==> config.mk <==
export PLATFORM = sky130hd
export DESIGN_NAME = tmr3_regbank
export DESIGN_NICKNAME = d
export VERILOG_FILES = /design/src/rtl/tmr3_regbank_pkg.sv /design/src/rtl/tmr3_addr_dec.sv /design/src/rtl/tmr3_chan_regs.sv /design/src/rtl/tmr3_regbank.sv
export SDC_FILE = /design/constraint.sdc
export NUM_CORES = 1
export LEC_CHECK = 0
export ABC_AREA = 0
export BUFFER_PORTS_ARGS = -buffer_cell sky130_fd_sc_hd__buf_4
export CAP_MARGIN = 25
export CORE_ASPECT_RATIO = 0.5
export CORE_MARGIN = 4
export CORE_UTILIZATION = 48
export CTS_BUF_LIST = sky130_fd_sc_hd__clkbuf_16
export DETAILED_ROUTE_END_ITERATION = 16
export HOLD_SLACK_MARGIN = 0.1
export MAX_ROUTING_LAYER = met4
export PLACE_DENSITY = 0.78
export RECOVER_POWER = 50
export SYNTH_ARGS = -nofsm -noshare
export SYNTH_HDL_FRONTEND = slang
export SYNTH_HIERARCHICAL = 1
export SYNTH_SLANG_ARGS = --single-unit
==> constraint.sdc <==
create_clock -name clk -period 5.4 [get_ports clk]
set_input_delay 0.54 -clock clk [delete_from_list [all_inputs] [get_ports clk]]
set_output_delay 0.54 -clock clk [all_outputs]
set_load 0.01 [all_outputs]
==> src/rtl/tmr3_regbank_pkg.sv <==
package tmr3_regbank_pkg;
    localparam int NUM_CH     = 3;
    localparam int DATA_W     = 32;
    localparam int CNT_W      = 16;
    localparam int NUM_MATCH  = 3;
    localparam int STAT_W     = 6;
    localparam int CLKC_W     = 6;
    localparam int CNTC_W     = 6;
    localparam int IEN_W      = 6;
    localparam int EVC_W      = 3;
    localparam int NUM_KINDS  = 11;
    localparam int KIND_W     = $clog2(NUM_KINDS);
    localparam int CH_W       = $clog2(NUM_CH);
    localparam int MAP_WORDS  = NUM_CH * NUM_KINDS;
    localparam int CLR_BIT    = 4;
    localparam logic [CNTC_W-1:0] CNTC_RESET = 6'h21;

    // Ascending order is significant: it fixes the address of every kind.
    typedef enum logic [KIND_W-1:0] {
        K_CLKC, K_CNTC, K_COUNT, K_INTV, K_MATCH0, K_MATCH1, K_MATCH2,
        K_STAT, K_IEN, K_EVCTL, K_EVCNT
    } reg_kind_e;

    typedef struct packed {
        logic      hit;
        reg_kind_e kind;
        logic [CH_W-1:0] chan;
    } dec_t;

    typedef struct packed {
        logic [CLKC_W-1:0]                 clk_ctrl;
        logic [CNTC_W-1:0]                 cnt_ctrl;
        logic [CNT_W-1:0]                  interval;
        logic [NUM_MATCH-1:0][CNT_W-1:0]   match;
        logic [IEN_W-1:0]                  ien;
        logic [EVC_W-1:0]                  evctl;
    } chan_cfg_t;

    function automatic reg_kind_e match_kind(input int idx);
        return reg_kind_e'(KIND_W'(int'(K_MATCH0) + idx));
    endfunction
endpackage

==> src/rtl/tmr3_addr_dec.sv <==
module tmr3_addr_dec
    import tmr3_regbank_pkg::*;
#(
    parameter int AW = 8
) (
    input  logic [AW-1:0] addr_i,
    output dec_t          dec_o
);
    localparam int WORD_W = AW - 2;

    logic [WORD_W-1:0] word;
    assign word = addr_i[AW-1:2];

    always_comb begin
        dec_o = '0;
        if (addr_i[1:0] == 2'b00 && 32'(word) < MAP_WORDS) begin
            dec_o.hit  = 1'b1;
            dec_o.kind = reg_kind_e'(KIND_W'(32'(word) / NUM_CH));
            dec_o.chan = CH_W'(32'(word) % NUM_CH);
        end
    end
endmodule

==> src/rtl/tmr3_chan_regs.sv <==
module tmr3_chan_regs
    import tmr3_regbank_pkg::*;
(
    input  logic              clk,
    input  logic              rst,
    input  logic              wr_en,
    input  logic              rd_stat,
    input  reg_kind_e         kind,
    input  logic [CNT_W-1:0]  wdata,
    input  logic [STAT_W-1:0] evt_i,
    output chan_cfg_t         cfg_o,
    output logic [STAT_W-1:0] stat_o,
    output logic              clear_o,
    output logic              irq_o
);
    chan_cfg_t         cfg_q;
    logic [STAT_W-1:0] stat_q;
    logic              clear_q;

    always_ff @(posedge clk) begin
        if (rst) begin
            cfg_q          <= '0;
            cfg_q.cnt_ctrl <= CNTC_RESET;
            clear_q        <= 1'b0;
        end else begin
            clear_q <= 1'b0;
            if (wr_en) begin
                case (kind)
                    K_CLKC:  cfg_q.clk_ctrl <= wdata[CLKC_W-1:0];
                    K_CNTC: begin
                        cfg_q.cnt_ctrl <= wdata[CNTC_W-1:0] & ~(CNTC_W'(1) << CLR_BIT);
                        clear_q        <= wdata[CLR_BIT];
                    end
                    K_INTV:  cfg_q.interval <= wdata;
                    K_IEN:   cfg_q.ien      <= wdata[IEN_W-1:0];
                    K_EVCTL: cfg_q.evctl    <= wdata[EVC_W-1:0];
                    default: ;
                endcase
                for (int i = 0; i < NUM_MATCH; i++) begin
                    if (kind == match_kind(i)) cfg_q.match[i] <= wdata;
                end
            end
        end
    end

    // Sticky status: a read clears it, a same-cycle event wins over the clear.
    always_ff @(posedge clk) begin
        if (rst) stat_q <= '0;
        else     stat_q <= (rd_stat ? '0 : stat_q) | evt_i;
    end

    assign cfg_o   = cfg_q;
    assign stat_o  = stat_q;
    assign clear_o = clear_q;
    assign irq_o   = |(stat_q & cfg_q.ien);


    stat_clear_chk: assert property (@(posedge clk) disable iff (rst)
        (rd_stat && evt_i == '0) |=> stat_q == '0);

    evt_keep_chk: assert property (@(posedge clk) disable iff (rst)
        rd_stat |=> ((stat_q & $past(evt_i)) == $past(evt_i)));

    stat_wr_chk: assert property (@(posedge clk) disable iff (rst)
        (wr_en && kind == K_STAT && !rd_stat && evt_i == '0) |=> $stable(stat_q));

    irq_follow_chk: assert property (@(posedge clk) disable iff (rst)
        ((|(evt_i & cfg_q.ien)) && !(wr_en && kind == K_IEN)) |=> irq_o);

    clr_pulse_chk: assert property (@(posedge clk) disable iff (rst)
        (wr_en && kind == K_CNTC && wdata[CLR_BIT]) |=> (clear_o && !cfg_o.cnt_ctrl[CLR_BIT]));
endmodule

==> src/rtl/tmr3_regbank.sv <==
module tmr3_regbank
    import tmr3_regbank_pkg::*;
#(
    parameter int AW = 8
) (
    input  logic                            clk,
    input  logic                            rst,
    input  logic                            wr_en,
    input  logic                            rd_en,
    input  logic [AW-1:0]                   addr,
    input  logic [DATA_W-1:0]               wdata,
    output logic [DATA_W-1:0]               rdata_o,
    input  logic [NUM_CH*CNT_W-1:0]         count_i,
    input  logic [NUM_CH*CNT_W-1:0]         evcnt_i,
    input  logic [NUM_CH*STAT_W-1:0]        evt_i,
    output logic [NUM_CH*CLKC_W-1:0]        clk_ctrl_o,
    output logic [NUM_CH*CNTC_W-1:0]        cnt_ctrl_o,
    output logic [NUM_CH*CNT_W-1:0]         interval_o,
    output logic [NUM_CH*NUM_MATCH*CNT_W-1:0] match_o,
    output logic [NUM_CH*EVC_W-1:0]         evctl_o,
    output logic [NUM_CH-1:0]               count_clear_o,
    output logic [NUM_CH-1:0]               irq_o
);
    dec_t              dec;
    chan_cfg_t         cfg  [NUM_CH];
    logic [STAT_W-1:0] stat [NUM_CH];
    logic [NUM_CH-1:0] wr_sel, rd_stat;
    logic [DATA_W-1:0] rd_val;
    logic [DATA_W-CNT_W-1:0] unused_wdata_hi;

    assign unused_wdata_hi = wdata[DATA_W-1:CNT_W];

    tmr3_addr_dec #(.AW(AW)) dec_i (.addr_i(addr), .dec_o(dec));

    for (genvar c = 0; c < NUM_CH; c++) begin : g_ch
        assign wr_sel[c]  = wr_en && dec.hit && dec.chan == CH_W'(c);
        assign rd_stat[c] = rd_en && dec.hit && dec.chan == CH_W'(c) && dec.kind == K_STAT;

        tmr3_chan_regs ch_i (
            .clk     (clk),
            .rst     (rst),
            .wr_en   (wr_sel[c]),
            .rd_stat (rd_stat[c]),
            .kind    (dec.kind),
            .wdata   (wdata[CNT_W-1:0]),
            .evt_i   (evt_i[c*STAT_W +: STAT_W]),
            .cfg_o   (cfg[c]),
            .stat_o  (stat[c]),
            .clear_o (count_clear_o[c]),
            .irq_o   (irq_o[c])
        );

        assign clk_ctrl_o[c*CLKC_W +: CLKC_W] = cfg[c].clk_ctrl;
        assign cnt_ctrl_o[c*CNTC_W +: CNTC_W] = cfg[c].cnt_ctrl;
        assign interval_o[c*CNT_W +: CNT_W]   = cfg[c].interval;
        assign evctl_o[c*EVC_W +: EVC_W]      = cfg[c].evctl;
        for (genvar m = 0; m < NUM_MATCH; m++) begin : g_m
            assign match_o[(c*NUM_MATCH+m)*CNT_W +: CNT_W] = cfg[c].match[m];
        end
    end

    always_comb begin
        rd_val = '0;
        for (int c = 0; c < NUM_CH; c++) begin
            if (dec.hit && dec.chan == CH_W'(c)) begin
                case (dec.kind)
                    K_CLKC:   rd_val = DATA_W'(cfg[c].clk_ctrl);
                    K_CNTC:   rd_val = DATA_W'(cfg[c].cnt_ctrl);
                    K_COUNT:  rd_val = DATA_W'(count_i[c*CNT_W +: CNT_W]);
                    K_INTV:   rd_val = DATA_W'(cfg[c].interval);
                    K_MATCH0: rd_val = DATA_W'(cfg[c].match[0]);
                    K_MATCH1: rd_val = DATA_W'(cfg[c].match[1]);
                    K_MATCH2: rd_val = DATA_W'(cfg[c].match[2]);
                    K_STAT:   rd_val = DATA_W'(stat[c]);
                    K_IEN:    rd_val = DATA_W'(cfg[c].ien);
                    K_EVCTL:  rd_val = DATA_W'(cfg[c].evctl);
                    K_EVCNT:  rd_val = DATA_W'(evcnt_i[c*CNT_W +: CNT_W]);
                    default:  rd_val = '0;
                endcase
            end
        end
    end

    always_ff @(posedge clk) begin
        if (rst)        rdata_o <= '0;
        else if (rd_en) rdata_o <= rd_val;
    end


    unmapped_rd_chk: assert property (@(posedge clk) disable iff (rst)
        (rd_en && !dec.hit) |=> rdata_o == '0);

    rdata_hold_chk: assert property (@(posedge clk) disable iff (rst)
        !rd_en |=> $stable(rdata_o));

    wr_sel_onehot_chk: assert property (@(posedge clk) disable iff (rst)
        $onehot0(wr_sel));
endmodule

; ---- Word level (Yosys, flattened, before mapping)
; Cells that the tools add are included.
; W data, S select, Z words.
[totals]
register_bits = 305
inputBits = 158
output_inout_bits = 275
elab_cells = 114
[classes]
n_div = 2
n_lt_le_gt_ge = 1
eq_ne = 12
muxes = 11
bitwise = 9
n_reduce_logical = 48
[ops]
columns = op, count
row1 = $pmux W16 S11, 3
row2 = $mux W32, 2
row3 = $reduce_and A2 Y1, 24
row4 = $div A6 B2 Y32 const B, 1
row5 = $mod A6 B2 Y32 const B, 1
row6 = $and A6 B6 Y6, 3
row7 = $mux W6, 3
row8 = $or A6 B6 Y6, 3
row9 = $reduce_or A6 Y1, 3
row10 = $eq A4 B3 Y1 const B, 4
row11 = $mux W16, 1
row12 = $logic_and A1 B1 Y1, 15
row13 = $eq A4 B4 Y1 const B, 3
row14 = $eq A4 B2 Y1 const B, 2
row15 = $mux W7, 1
row16 = $lt A6 B6 Y1 const B, 1
row17 = $reduce_or A2 Y1, 3
row18 = $eq A4 B1 Y1 const B, 1
row19 = $logic_not A2 Y1, 2
row20 = $logic_not A4 Y1, 1
row21 = $not A1 Y1, 3
row22 = $eq A2 B1 Y1 const B, 1
row23 = $eq A2 B2 Y1 const B, 1
row24 = $mux W1, 1

; ---- Longest topological paths before layout
[logic_depth]
word_depth = 8
mapped_depth = 24
ltp_nobuf = 18

; ---- Modules after synthesis
; The synthesis kept the hierarchy.
[modules_own_cells]
columns = mod, instances, cells_each, area_per_inst_um2, seq_area_each_um2
row1 = tmr3_chan_regs, 3, 329, 3603.5, 1821.7
row2 = tmr3_regbank, 1, 527, 3812.4, 320.3
row3 = tmr3_addr_dec, 1, 59, 465.4, 0.0

; ---- Worst setup path after synthesis
; OpenSTA, ideal clock, no wires.
[synth_timing]
path_type = input-to-reg
startpoint = input port addr[6]
endpoint = register rdata_o[5]
setup_ps = 117
t_arrival_ps = 5153
t_required_ps = 5283
path_slack_ps = 130
path_stages = 22
n_path_buf = 5
cell_sequence = buf_4 > clkbuf_1 > ha_1 > and2b_2 > o31a_2 > nand2_1 > ha_1 > a2111o_1 > nor2_1 > xnor2_1 > ha_1 > and3b_1 > and2_2 > nor2_1 > buf_4 > buf_6 > buf_4 > mux2i_1 > o32ai_1 > a2111oi_0 > o221ai_1 > a22o_1
[synth_rtl]
columns = item, line
row1 = from (decl), tmr3_regbank.sv:10  ; input logic [AW-1:0] addr,
row2 = to (signal assigned), tmr3_regbank.sv:86  ; else if (rd_en) rdata_o <= rd_val;
row3 = to (decl), tmr3_regbank.sv:12  ; output logic [DATA_W-1:0] rdata_o,

==> summary.md <==
| Metric | Value |
|---|---|
| Status | finished, final reports clean |
| Count leader, synth | nand2b_1 |
| Synth Flop Type | dfxtp_1 |
| CP peak stage delay | 0.52 ns |
| Final setup vio count | 0 |
| Crit path buffers/inverters | 4 |
| Worst setup SP type | input pin |
| Post-Syn Area | ~15000 um^2 |
| Worst slew margin | 34.4% |
| Mapped Cells | ~1.6k |
| Highest clock rate | 204 MHz |
| CP Max Fanout | 23 |
| CP Cell Sequence | buf_4 > ha_1 > and2b_1 > o31a_2 > nand2_1 > ha_1 > a2111o_1 > nor2_1 > xnor2_1 > ha_1 > and3b_1 > and2_0 > nor2_4 > buf_12 > nand2b_1 > buf_4 > nor2_2 > a22oi_1 > a31oi_1 > nor3_1 > buf_4 > o31ai_1 |
| Placed cells | 2354 |
| CP required | 5.87 ns |
| Share of cells above drive strength 1 | 16.4% |
| Largest net degree at the start of global routing | 160 |
| R2r startpoint | g_ch[0].ch_i/stat_o[4] |
| Placed cell areas | 18600 um^2 |
| Int Pwr | 3.45 mW |
| Drt first pass iters | 7 |
| Switch Pwr | 1.18 mW |
| Distinct cells, synth | 87 |
| Synthesized area per cell | 9.59 um^2 |
| P_leak | just under 8 nW |
| CTS tree | done |
| TritonCTS Buffers | 27 |
| Crit-path slowest cell | nor2_2 |
| Clk sinks | 289 |
| Critical path class | input pin to flip-flop |
| Worst slack, placed | 0.186 ns |
| GRT Resource Usage Total | between 30% and 40% |
| CTS root buf | clkbuf_16 |
| I/O pin cnt | 433 |
| Sequential element share of the synthesized area | 38.3% |
| Fin cells | approximately 2.4k |
| Grt total ovfl | 0 |
| Synth Warn # | 6 |
| Max IR drop VDD | ~0.00022 V |
| Power share of the clock group | 43.0% |
| Unrepaired setup endpoints after global routing | no |
| Hold buffers post-CTS | 0 |
| Placer Congestion | 1.02 |
| Core area | 30600 um^2 |
| Cts repair resizes | 0 |
| First-pass GRT wire length | 90600 um |
| Worst hold slack | 0.188 ns |
| Final min period | 4.91 ns |
| Post-route cell area | 18500 um^2 |
| Final Cycle Share | about 91% |
| Worst Hold Class | input pin to flip-flop |
| Clk_skew | 0.0188 ns |
| Top-area cell type share of the netlist area | a little under two fifths |
| Proportion of power drawn by combinational gates | between 10% and 20% |
| WL/cell | 26.2 um |
| CTS max path bufs | 3 |
| # Max-Cap Violations | 0 |
| Slew Limit Fails | 0 |
| Row Count | between 40 and 50 |
| Worst Tran Pin Value | between 0.9 and 1 ns |
| Vias per cell | 6.00 |
| Post-synth top cells | nand2b_1, dfxtp_1, mux2i_1, nand2_1, a22oi_1 |
| #FFs+latches synth | 289 |
| CP startpoint | addr[7] |
| Tot Pwr | 4.62 mW |
| Top delay family on crit path | simple AND/OR/NAND/NOR gates |
| Initial drt markers | approximately 2.2k |
| Top post-synthesis cells by area | dfxtp_1, mux2i_1, nand2b_1 |
| Final Util | 60.4% |
| ANT nets after route | 0 |
| Via count | roughly 14k |
| Drt drc | 0 |
| Die Y | 133 um |
| Detailed Route WL | 63000 um |
| Initial Util | between 40% and 50% |
| Initial antenna violation count | 3 |
| Die Wd | 259 um |
| WP data arrival | 5.37 ns |
| Number of synthesized flops with an enable pin | 0 |
| Pwr/cell area | 250 nW/um^2 |
| Number of global-route vias before repair | 13.6k |
| Net count, final | 2121 |
| Worst-path clk slew | approximately 0.070 ns |
| Hold Startpoint | evt_i[6] |
| CP Capture Type | flip-flop |
| Total Neg Setup Slack | 0 ns |
| # Post-CTS Setup Buffers | 0 |
| Synthesis-to-finish area growth | 22.6% |
| PortBufs | between 300 and 400 |
| H-Tree Depth | 1 |
| Async set-reset flop share out of synthesis | 0% |
| Die ar. | 34500 um^2 |
| Switching Fraction | 25.5% |
| Post-DP HPWL | roughly 47000 um |
| Clk_lat worst skew | 0.56 ns |
| Final Hold Vio Count | 0 |
| Area leader, netlist | dfxtp_1 |
| Sequential share of power | 46.6% |
| Worst setup margin | 0.494 ns |
## metal layers
layer / global-route usage, % / up-vias / wire (um)
met3: 7.37 / 148 / 6160
met2: 53.5 / 850 / 28100
met5: - / - / 0
li1: - / 6371 / -
met4: 9.76 / 0 / 2180
met1: 48.3 / 7067 / 26600
## registers in the layout (all words and copies together) (netlist names)
signal	count
g_ch.ch_i/clear_o	3
g_ch.ch_i/stat_o	18
g_ch.ch_i/cfg_o	252
rdata_o	16
## worst paths after layout
path | to | slack (ns) | depth (start not counted)
worst max-delay path | rdata_o[13] | 0.49 | 22
worst min-delay path | g_ch[1].ch_i/stat_o[0] | 0.19 | 3
worst max register to register | rdata_o[4] | 3.36 | 5
worst min register to register | rdata_o[11] | 0.45 | 2
## cell families (layout without fill, tap and decap cells)
family / after synthesis / after routing / share of synthesized area [%]
adder cells (fa/ha/maj): 3 / 3 / 0.249
multiplexers: 297 / 297 / 20.2
AO/OA/AOI/OAI: 295 / 295 / 14.1
flip-flops: 289 / 289 / 38.3
other: 4 / 22 / 0.0995
AND/OR/NAND/NOR: 537 / 537 / 21.2
buffers and inverters: 146 / 536 / 5.51
XOR/XNOR: 2 / 2 / 0.241
## area by class of cell
cell class | instances | area [um^2]
fillers | 2904 | 12100
multi-input cells | 1153 | 8570
flip-flops and latches | 289 | 5790
repair buffers | 479 | 2690
clock buffers | 27 | 676
well taps | 423 | 529
clock inverters | 20 | 210
inverters | 10 | 37.5
diodes | 3 | 7.51
## placed cells by master, fill, tap and decap left out, types with 6 or more instances in the layout
cell type and n:
buf_4 217, o31ai_1 12, a21oi_1 56, a32oi_1 16, nand3b_1 7, a222oi_1 9
and3_1 11, nand3_1 15, mux2i_1 274, dfxtp_1 289, and2_1 10, and3b_1 6
a31oi_1 22, conb_1 19, a221oi_1 9, nor2b_1 10, inv_1 12, nand2_1 73
nor3_1 10, clkbuf_1 257, a211o_1 6, o21ai_0 22, a22oi_1 71, clkbuf_16 27
a22o_1 25, nand2b_1 297, nor2_1 46, mux2_2 18
## tightest hold or removal path, delay by kind of cell
family | cells | cell delay (ns)
buffers and inverters | 1 | 0.07
and+or+nand+nor | 1 | 0.07
AOI/OAI and AO/OA | 1 | 0.03
## power by group through the flow
stage	registers [mW]	logic (mW)	clock network, mW
2_1_floorplan	2.20	0.253	0
3_3_place_gp	2.20	0.462	0
3_5_place_dp	2.20	0.463	0
4_1_cts	2.15	0.465	1.99
5_1_grt	2.16	0.499	2.08
6_report	2.16	0.481	1.99
Note: power is estimated with default switching activity, not from simulation.
